**src/rtl/i2c_tmo_pkg.sv**
```systemverilog
`timescale 1ns/1ps
// Shared constants and types for the I2C bus time-out monitor.
// Assumes four timers in a fixed index order used by the top level.
package i2c_tmo_pkg;

    localparam int NUM_TMR   = 4;
    localparam int TMR_LOW   = 0;
    localparam int TMR_INACT = 1;
    localparam int TMR_CEXT  = 2;
    localparam int TMR_HEXT  = 3;

    localparam int ST_LOW    = 0;
    localparam int ST_EXT    = 1;
    localparam int ST_BUSERR = 2;
    localparam int ST_W      = 3;

    typedef struct packed {
        logic       low_en;
        logic [1:0] inact_sel;
        logic       cext_en;
        logic       hext_en;
    } tmo_cfg_t;

    // Number of inactive-bus units selected by the 2-bit field.
    function automatic int unsigned inact_mult(input logic [1:0] sel);
        case (sel)
            2'd1:    return 5;
            2'd2:    return 10;
            2'd3:    return 20;
            default: return 0;
        endcase
    endfunction

endpackage

```
**src/rtl/i2c_tmo_counter.sv**
```systemverilog
`timescale 1ns/1ps
// Saturating tick counter with a runtime limit.
// It counts sampled ticks while run is high and pulses expire for one cycle
// when the count reaches thr. It then holds until clear or deactivation.
// Assumes thr only changes while active is low. A limit of 0 never fires.
module i2c_tmo_counter #(
    parameter int CNT_W = 16
) (
    input  logic             clk,
    input  logic             rst_n,
    input  logic             tick,
    input  logic             active,
    input  logic             clear,
    input  logic             run,
    input  logic [CNT_W-1:0] thr,
    output logic             expire
);

    logic [CNT_W-1:0] cnt;
    logic [CNT_W-1:0] cnt_inc;

    // Next count value when a tick is taken.
    always_comb begin
        cnt_inc = cnt + CNT_W'(1);
    end

    // Count, saturate at the limit and raise a one-cycle expiry.
    always_ff @(posedge clk) begin
        if (!rst_n) begin
            cnt    <= '0;
            expire <= 1'b0;
        end else begin
            expire <= 1'b0;
            if (!active || clear) begin
                cnt <= '0;
            end else if (run && tick && (cnt < thr)) begin
                cnt    <= cnt_inc;
                expire <= (cnt_inc == thr);
            end
        end
    end

    // expiry never lasts more than one cycle
    a_r9_single_pulse: assert property (@(posedge clk) disable iff (!rst_n)
        expire |=> !expire);

    // an expiry only follows a sampled tick while running
    a_r8_expire_on_tick: assert property (@(posedge clk) disable iff (!rst_n)
        expire |-> $past(tick && run && active && !clear));

    // the count never passes its limit
    a_r9_no_overshoot: assert property (@(posedge clk) disable iff (!rst_n)
        cnt <= thr);

endmodule

```
**src/rtl/i2c_tmo_cfg_shadow.sv**
```systemverilog
`timescale 1ns/1ps
// Configuration capture for the time-out monitor.
// It copies the live configuration only while the monitor is disabled,
// so the timers see frozen settings while running.
module i2c_tmo_cfg_shadow
    import i2c_tmo_pkg::*;
(
    input  logic     clk,
    input  logic     rst_n,
    input  logic     en,
    input  tmo_cfg_t cfg_in,
    output tmo_cfg_t cfg_q
);

    // Capture settings on disabled cycles only.
    always_ff @(posedge clk) begin
        if (!rst_n) begin
            cfg_q <= '0;
        end else if (!en) begin
            cfg_q <= cfg_in;
        end
    end

    // settings stay frozen after a cycle with the monitor enabled
    a_r11_cfg_frozen: assert property (@(posedge clk) disable iff (!rst_n)
        $past(en) |-> $stable(cfg_q));

endmodule

```
**src/rtl/i2c_tmo_seg_track.sv**
```systemverilog
`timescale 1ns/1ps
// Transfer and segment tracker.
// It keeps an open-transfer flag from START to STOP and builds the restart
// strobes for the two summing timers. Assumes one-cycle event strobes;
// START wins if START and STOP share a cycle.
module i2c_tmo_seg_track (
    input  logic clk,
    input  logic rst_n,
    input  logic en,
    input  logic start,
    input  logic ack,
    input  logic stop,
    output logic in_xfer,
    output logic client_clr,
    output logic host_clr
);

    // Open-transfer flag, cleared while disabled.
    always_ff @(posedge clk) begin
        if (!rst_n) begin
            in_xfer <= 1'b0;
        end else if (!en) begin
            in_xfer <= 1'b0;
        end else if (start) begin
            in_xfer <= 1'b1;
        end else if (stop) begin
            in_xfer <= 1'b0;
        end
    end

    // Restart strobes: whole-transfer sum and per-segment sum.
    always_comb begin
        client_clr = start | stop;
        host_clr   = start | ack | stop;
    end

    // a START opens the transfer
    a_r5_start_opens: assert property (@(posedge clk) disable iff (!rst_n)
        (en && start) |=> in_xfer);

    // a STOP alone closes the transfer
    a_r5_stop_closes: assert property (@(posedge clk) disable iff (!rst_n)
        (stop && !start) |=> !in_xfer);

endmodule

```
**src/rtl/i2c_tmo_status.sv**
```systemverilog
`timescale 1ns/1ps
// Sticky status register with write-one-to-clear.
// A set in the same cycle as a clear wins.
module i2c_tmo_status #(
    parameter int W = 3
) (
    input  logic         clk,
    input  logic         rst_n,
    input  logic [W-1:0] set,
    input  logic [W-1:0] clr,
    output logic [W-1:0] sts
);

    // Hold, clear on ones written, then apply new sets.
    always_ff @(posedge clk) begin
        if (!rst_n) begin
            sts <= '0;
        end else begin
            sts <= (sts & ~clr) | set;
        end
    end

    // every requested set is visible on the next cycle
    a_r10_set_wins: assert property (@(posedge clk) disable iff (!rst_n)
        (set != '0) |=> ((sts & $past(set)) == $past(set)));

    // bits not written with one stay set
    a_r10_sticky: assert property (@(posedge clk) disable iff (!rst_n)
        ((sts & ~clr) != '0) |=> ((($past(sts) & ~$past(clr)) & ~sts) == '0));

endmodule

```
**src/rtl/i2c_bus_tmo_mon.sv**
```systemverilog
`timescale 1ns/1ps
// I2C bus time-out monitor, top level.
// It runs four tick-based timers: continuous low, inactive bus, whole-transfer
// low sum and per-segment low sum. Expiries become a one-cycle abort request or
// force-idle pulse, and sticky status flags record them.
// Assumes tick_1us is a one-cycle strobe and scl_in is already synchronised.
module i2c_bus_tmo_mon
    import i2c_tmo_pkg::*;
#(
    parameter int LOW_TICKS        = 25000,
    parameter int CEXT_TICKS       = 25000,
    parameter int HEXT_TICKS       = 10000,
    parameter int INACT_UNIT_TICKS = 10
) (
    input  logic       clk,
    input  logic       rst_n,
    input  logic       tick_1us,
    input  logic       scl_in,
    input  logic       evt_start,
    input  logic       evt_ack,
    input  logic       evt_stop,
    input  logic       mon_en,
    input  logic       cfg_low_en,
    input  logic [1:0] cfg_inact_sel,
    input  logic       cfg_cext_en,
    input  logic       cfg_hext_en,
    input  logic [2:0] sts_clr,
    output logic       abort_req,
    output logic       force_idle,
    output logic [2:0] sts
);

    localparam int MAX_A = (LOW_TICKS > CEXT_TICKS) ? LOW_TICKS : CEXT_TICKS;
    localparam int MAX_B = (HEXT_TICKS > 20 * INACT_UNIT_TICKS) ? HEXT_TICKS : 20 * INACT_UNIT_TICKS;
    localparam int MAX_T = (MAX_A > MAX_B) ? MAX_A : MAX_B;
    localparam int CNT_W = $clog2(MAX_T + 1);

    tmo_cfg_t cfg_live;
    tmo_cfg_t cfg_q;
    logic     in_xfer;
    logic     client_clr;
    logic     host_clr;

    logic [NUM_TMR-1:0] tmr_act;
    logic [NUM_TMR-1:0] tmr_clr;
    logic [NUM_TMR-1:0] tmr_run;
    logic [NUM_TMR-1:0] tmr_exp;
    logic [CNT_W-1:0]   tmr_thr [NUM_TMR];
    logic [ST_W-1:0]    sts_set;

    // Pack the live configuration fields.
    always_comb begin
        cfg_live.low_en    = cfg_low_en;
        cfg_live.inact_sel = cfg_inact_sel;
        cfg_live.cext_en   = cfg_cext_en;
        cfg_live.hext_en   = cfg_hext_en;
    end

    i2c_tmo_cfg_shadow u_cfg (
        .clk    (clk),
        .rst_n  (rst_n),
        .en     (mon_en),
        .cfg_in (cfg_live),
        .cfg_q  (cfg_q)
    );

    i2c_tmo_seg_track u_seg (
        .clk        (clk),
        .rst_n      (rst_n),
        .en         (mon_en),
        .start      (evt_start),
        .ack        (evt_ack),
        .stop       (evt_stop),
        .in_xfer    (in_xfer),
        .client_clr (client_clr),
        .host_clr   (host_clr)
    );

    // Timer controls: activation, restart, run condition and limit.
    always_comb begin
        tmr_act[TMR_LOW]   = mon_en & cfg_q.low_en;
        tmr_clr[TMR_LOW]   = scl_in;
        tmr_run[TMR_LOW]   = ~scl_in;
        tmr_thr[TMR_LOW]   = CNT_W'(LOW_TICKS);

        tmr_act[TMR_INACT] = mon_en & (cfg_q.inact_sel != 2'd0);
        tmr_clr[TMR_INACT] = scl_in;
        tmr_run[TMR_INACT] = ~scl_in;
        tmr_thr[TMR_INACT] = CNT_W'(inact_mult(cfg_q.inact_sel) * INACT_UNIT_TICKS);

        tmr_act[TMR_CEXT]  = mon_en & cfg_q.cext_en;
        tmr_clr[TMR_CEXT]  = client_clr;
        tmr_run[TMR_CEXT]  = ~scl_in & in_xfer;
        tmr_thr[TMR_CEXT]  = CNT_W'(CEXT_TICKS);

        tmr_act[TMR_HEXT]  = mon_en & cfg_q.hext_en;
        tmr_clr[TMR_HEXT]  = host_clr;
        tmr_run[TMR_HEXT]  = ~scl_in & in_xfer;
        tmr_thr[TMR_HEXT]  = CNT_W'(HEXT_TICKS);
    end

    for (genvar g = 0; g < NUM_TMR; g++) begin : g_tmr
        i2c_tmo_counter #(
            .CNT_W (CNT_W)
        ) u_cnt (
            .clk    (clk),
            .rst_n  (rst_n),
            .tick   (tick_1us),
            .active (tmr_act[g]),
            .clear  (tmr_clr[g]),
            .run    (tmr_run[g]),
            .thr    (tmr_thr[g]),
            .expire (tmr_exp[g])
        );
    end

    // Route expiries to the engine requests and to the status sets.
    always_comb begin
        abort_req           = tmr_exp[TMR_LOW] | tmr_exp[TMR_CEXT] | tmr_exp[TMR_HEXT];
        force_idle          = tmr_exp[TMR_INACT];
        sts_set[ST_LOW]     = tmr_exp[TMR_LOW];
        sts_set[ST_EXT]     = tmr_exp[TMR_CEXT] | tmr_exp[TMR_HEXT];
        sts_set[ST_BUSERR]  = abort_req;
    end

    i2c_tmo_status #(
        .W (ST_W)
    ) u_sts (
        .clk   (clk),
        .rst_n (rst_n),
        .set   (sts_set),
        .clr   (sts_clr),
        .sts   (sts)
    );

    // a continuous-low expiry raises low and bus-error flags
    a_r3_low_flags: assert property (@(posedge clk) disable iff (!rst_n)
        tmr_exp[TMR_LOW] |=> (sts[ST_LOW] && sts[ST_BUSERR]));

    // a summing expiry raises extension and bus-error flags
    a_r7_ext_flags: assert property (@(posedge clk) disable iff (!rst_n)
        (tmr_exp[TMR_CEXT] || tmr_exp[TMR_HEXT]) |=> (sts[ST_EXT] && sts[ST_BUSERR]));

    // an abort only follows a cycle with the clock sampled low
    a_r2_abort_after_low: assert property (@(posedge clk) disable iff (!rst_n)
        abort_req |-> $past(!scl_in));

    // force-idle only follows a cycle with the clock sampled low
    a_r4_idle_after_low: assert property (@(posedge clk) disable iff (!rst_n)
        force_idle |-> $past(!scl_in));

endmodule

```
**config.mk**
```make
export PLATFORM = sky130hd
export DESIGN_NAME = i2c_bus_tmo_mon
export DESIGN_NICKNAME = d
export VERILOG_FILES = /design/src/rtl/i2c_tmo_pkg.sv /design/src/rtl/i2c_tmo_counter.sv /design/src/rtl/i2c_tmo_cfg_shadow.sv /design/src/rtl/i2c_tmo_seg_track.sv /design/src/rtl/i2c_tmo_status.sv /design/src/rtl/i2c_bus_tmo_mon.sv
export SDC_FILE = /design/constraint.sdc
export NUM_CORES = 1
export LEC_CHECK = 0
export ABC_CLOCK_PERIOD_IN_PS = 3900
export BUFFER_PORTS_ARGS = -buffer_cell sky130_fd_sc_hd__buf_2
export CORE_UTILIZATION = 60
export CTS_BUF_LIST = sky130_fd_sc_hd__clkbuf_8
export DETAILED_ROUTE_END_ITERATION = 10
export GPL_ROUTABILITY_DRIVEN = 1
export HOLD_SLACK_MARGIN = 0.08
export PLACE_DENSITY = 0.76
export SLEW_MARGIN = 20
export SYNTH_ARGS = -nofsm -noshare
export SYNTH_HDL_FRONTEND = slang
export SYNTH_SLANG_ARGS = --single-unit
```
**constraint.sdc**
```tcl
create_clock -name clk -period 3.9 [get_ports clk]
set_input_delay 0.39 -clock clk [delete_from_list [all_inputs] [get_ports clk]]
set_output_delay 0.39 -clock clk [all_outputs]
set_load 0.02 [all_outputs]
```
==> results.md <==
* Post-Syn Instances at 520
* Endpoints failing hold at 0
* Post-synth top flop: dfxtp_1
* Die area at 7420 sq um
* First-pass iteration count of the detailed router at 5
* Time the worst path needs with I/O delays and setup at between 2 and 3 ns
* Crit-path max cell delay at ~0.64 ns
* EDFF count, synth at 0
* Setup ws final at 1.25 ns
* Hold depth at 3
* Endpoints failing setup at 0
* Cts-stage hold buffer count at 0
* Port bufs at 20
* Num CTS Buffers at 9
* # rows at 30
* Bufs and invs on worst path at 1
* Final setup skew at 0.0122 ns
* Via count at approximately 3,800
* Worst Max-Slew Pin Slew at 0.965 ns
* Synthesized flop and latch total at 73
* Reg clk slew, reported paths at approximately 0.080 ns
* RSZ-0062 raised after global routing: no
* Min-delay src: evt_start
* Synth Area per Inst at 8.17 sq um
* Path depth of the worst reg2reg path at 8
* Routed vias/inst at just over 6
* Total track usage at about a quarter
* CTS tree: yes
* Worst Hold End: u_seg.in_xfer
* Post-CTS Setup Repair Bufs at 0
* Area leader, netlist: dfxtp_1
* H-Tree Depth at 3
* R2R Setup Slk at 1.25 ns
* Clk_lat worst skew at 0.36 ns
* Pins over their slew limit at 0
* Crit-path max FO at 17
* Synth warn at 0
* Cell Area, Synth at about 4200 sq um
* Hold Path Class: in2reg
* Die W at 86.2 microns
* Fmax at 378 MHz
* Peak supply drop at 0.202 mV
* Routability cong. at 0.859
* Critical path class: reg2reg
* Clock buffer depth at 2
* Status: finished, final reports clean
* First-pass GRT wire length at 15.3 mm
* Drt wl/cell at 14.5 microns
* Cell at the slowest stage of the critical path: or4_1
* Fraction of registers with async set or reset after synthesis at 0%
* Pleak at 1.53 nW
* Arr. time, crit path at ~2.9 ns
* Reg2reg end: g_tmr[1].u_cnt.cnt[5]
* Height of the die at roughly 86 microns
* Synth Net Count at 553
* Vias in the first global route at 3,314
* Post-DP HPWL at between 6 and 7 mm
* Kind of cell adding the most delay to the critical path: simple AND/OR/NAND/NOR gates
* Hold_ws at 0.266 ns
* Core Area at 6830 sq um
* Top-area cell type share of the netlist area at 34.4%
* WL final at 9.11 mm
* Synth top area cells: dfxtp_1 34%, ha_1 5.0%, a21oi_1 4.6%, xnor2_1 3.9%, o21ai_0 3.5%
* Antenna-violating nets left at 0
* Worst-path cell chain: inv_1 -> ha_1 -> nand2_1 -> ha_1 -> nor4_1 -> nand3_1 -> or4_1 -> a21oi_1
* Placement Setup Slack at 1.30 ns
* Clock sink count at 73
* Pin count of the biggest net entering global routing at 26
* Most frequent cell after synthesis: dfxtp_1
* Antenna violations before repair at 0
* Final worst path period share at 67.8%
* CP most frequent cell: ha_1
* Layout cell share with drive strength beyond 1 at under 10%
* Total power draw at about 1.4 mW
* Root buffer cell: clkbuf_8
* Critical path capture point type: register
* Gr ovfl total at 0
* NumNets Final at 560
* Max-cap violation count at 0
* Ant. Diodes at 0
* Drt first-iter violations at 247
* Setup TNS at 0 ns
* Req. time, crit path at 4.19 ns
* Worst setup SP type: register
* Starting Density at 62.2%
* FF-to-FF Start: u_cfg.cfg_q[2]
* IO Count at 21
* Register area share after synthesis at 34.4%
* FILL cells at 624
* Pwr dens at 314 nW/um^2
* Distinct cells, synth at 60
* # DRC at 0
* CTS resizes at 0
* Synth-to-layout area growth at 7.77%
* Slew HR at between 30% and 40%
* Top post-synthesis cells by count: 73 x dfxtp_1, 39 x a21oi_1, 38 x nand2_1
## logic make-up after synthesis
group | synth area share (%)
AOI/OAI and AO/OA | 18.3
xor gates and xnor gates | 6.39
adders and majority gates | 5.01
buffers and inverters | 3.95
DFF | 34.4
muxes | 1.91
and+or+nand+nor | 30.1
## worst max path at each step
stage,slack [ns],cells past startpoint,startpoint,end
final,1.25,8,u_cfg.cfg_q[2],g_tmr[1].u_cnt.cnt[5]
after CTS,1.27,8,u_cfg.cfg_q[2],g_tmr[1].u_cnt.cnt[5]
after detailed placement,1.30,8,u_cfg.cfg_q[2],g_tmr[1].u_cnt.cnt[4]
after global placement,1.38,8,u_cfg.cfg_q[2],g_tmr[1].u_cnt.cnt[6]
after floorplan,1.58,11,u_cfg.cfg_q[2],g_tmr[1].u_cnt.cnt[8]
after global routing,1.02,8,u_cfg.cfg_q[2],g_tmr[1].u_cnt.cnt[5]
## layout make-up
type	count	area (sq um)	area share [%]
sequential	73	1460	31.9
clock buffer	9	124	2.70
tap	96	120	2.62
timing repair buffer	21	108	2.35
multi-input combinational	404	2620	57.2
inverter	18	67.6	1.48
clock inverter	7	78.8	1.72
## layer usage
layer	part of all wire [%]	up-vias	global-route usage [%]
met2	45	102	41.1
met3	5.1	14	5.29
met1	48	1771	34.6
met4	1.5	0	8.48
met5	0	-	0
li1	-	1932	-
## sequential cells by signal (all words and copies together), names as in the netlist
signal / count
u_sts.sts: 3
u_seg.in_xfer: 1
g_tmr.u_cnt.expire: 4
u_cfg.cfg_q: 5
g_tmr.u_cnt.cnt: 60
## layout by cell type, fill, tap and decap left out, drive strengths merged, types with 3 or more instances in the layout
cell	Yosys	layout
dfxtp	73	73
a21oi	39	39
nand2	39	39
nor2	32	32
o21ai	30	30
nand3	26	26
buf	3	21
inv	18	20
or3	19	19
xnor2	19	19
and3	17	17
ha	17	17
or4	13	13
xor2	12	12
nor4	12	12
nand4	11	11
nor3	11	11
nor2b	10	10
o31ai	10	10
and2	9	9
clkbuf	22	9
mux2i	7	7
a31oi	7	7
o21a	6	6
nor3b	6	6
and4	4	4
o211ai	4	4
nand4b	3	3
o21bai	3	3
clkinvlp	0	3
## power by group
group	switching (mW)	internal [mW]	leakage (nW)
Clock	0.312	0.300	0.0925
Sequential	0.00336	0.748	0.589
Combinational	0.0469	0.0281	0.851
Total	0.362	1.08	1.53
## per-stage QoR
step / util (%) / std cells / cell area [sq um]
after floorplan: - / 520 / 4250
after global placement: 64.1 / 612 / 4380
after detailed placement: 64.1 / 612 / 4380
after CTS: 67.0 / 628 / 4580
after global routing: 67.0 / 628 / 4580
final: 67.0 / 628 / 4580
## worst reg2reg max path, delay by kind of cell, from the launching register on
kind / cells / cell delay (ns)
fa+ha+maj: 2 / 0.50
compound gates: 1 / 0.16
buf+inv: 1 / 0.10
simple gates: 4 / 1.45
flops: 1 / 0.37
No activity file was read; power rests on OpenSTA's default activity.
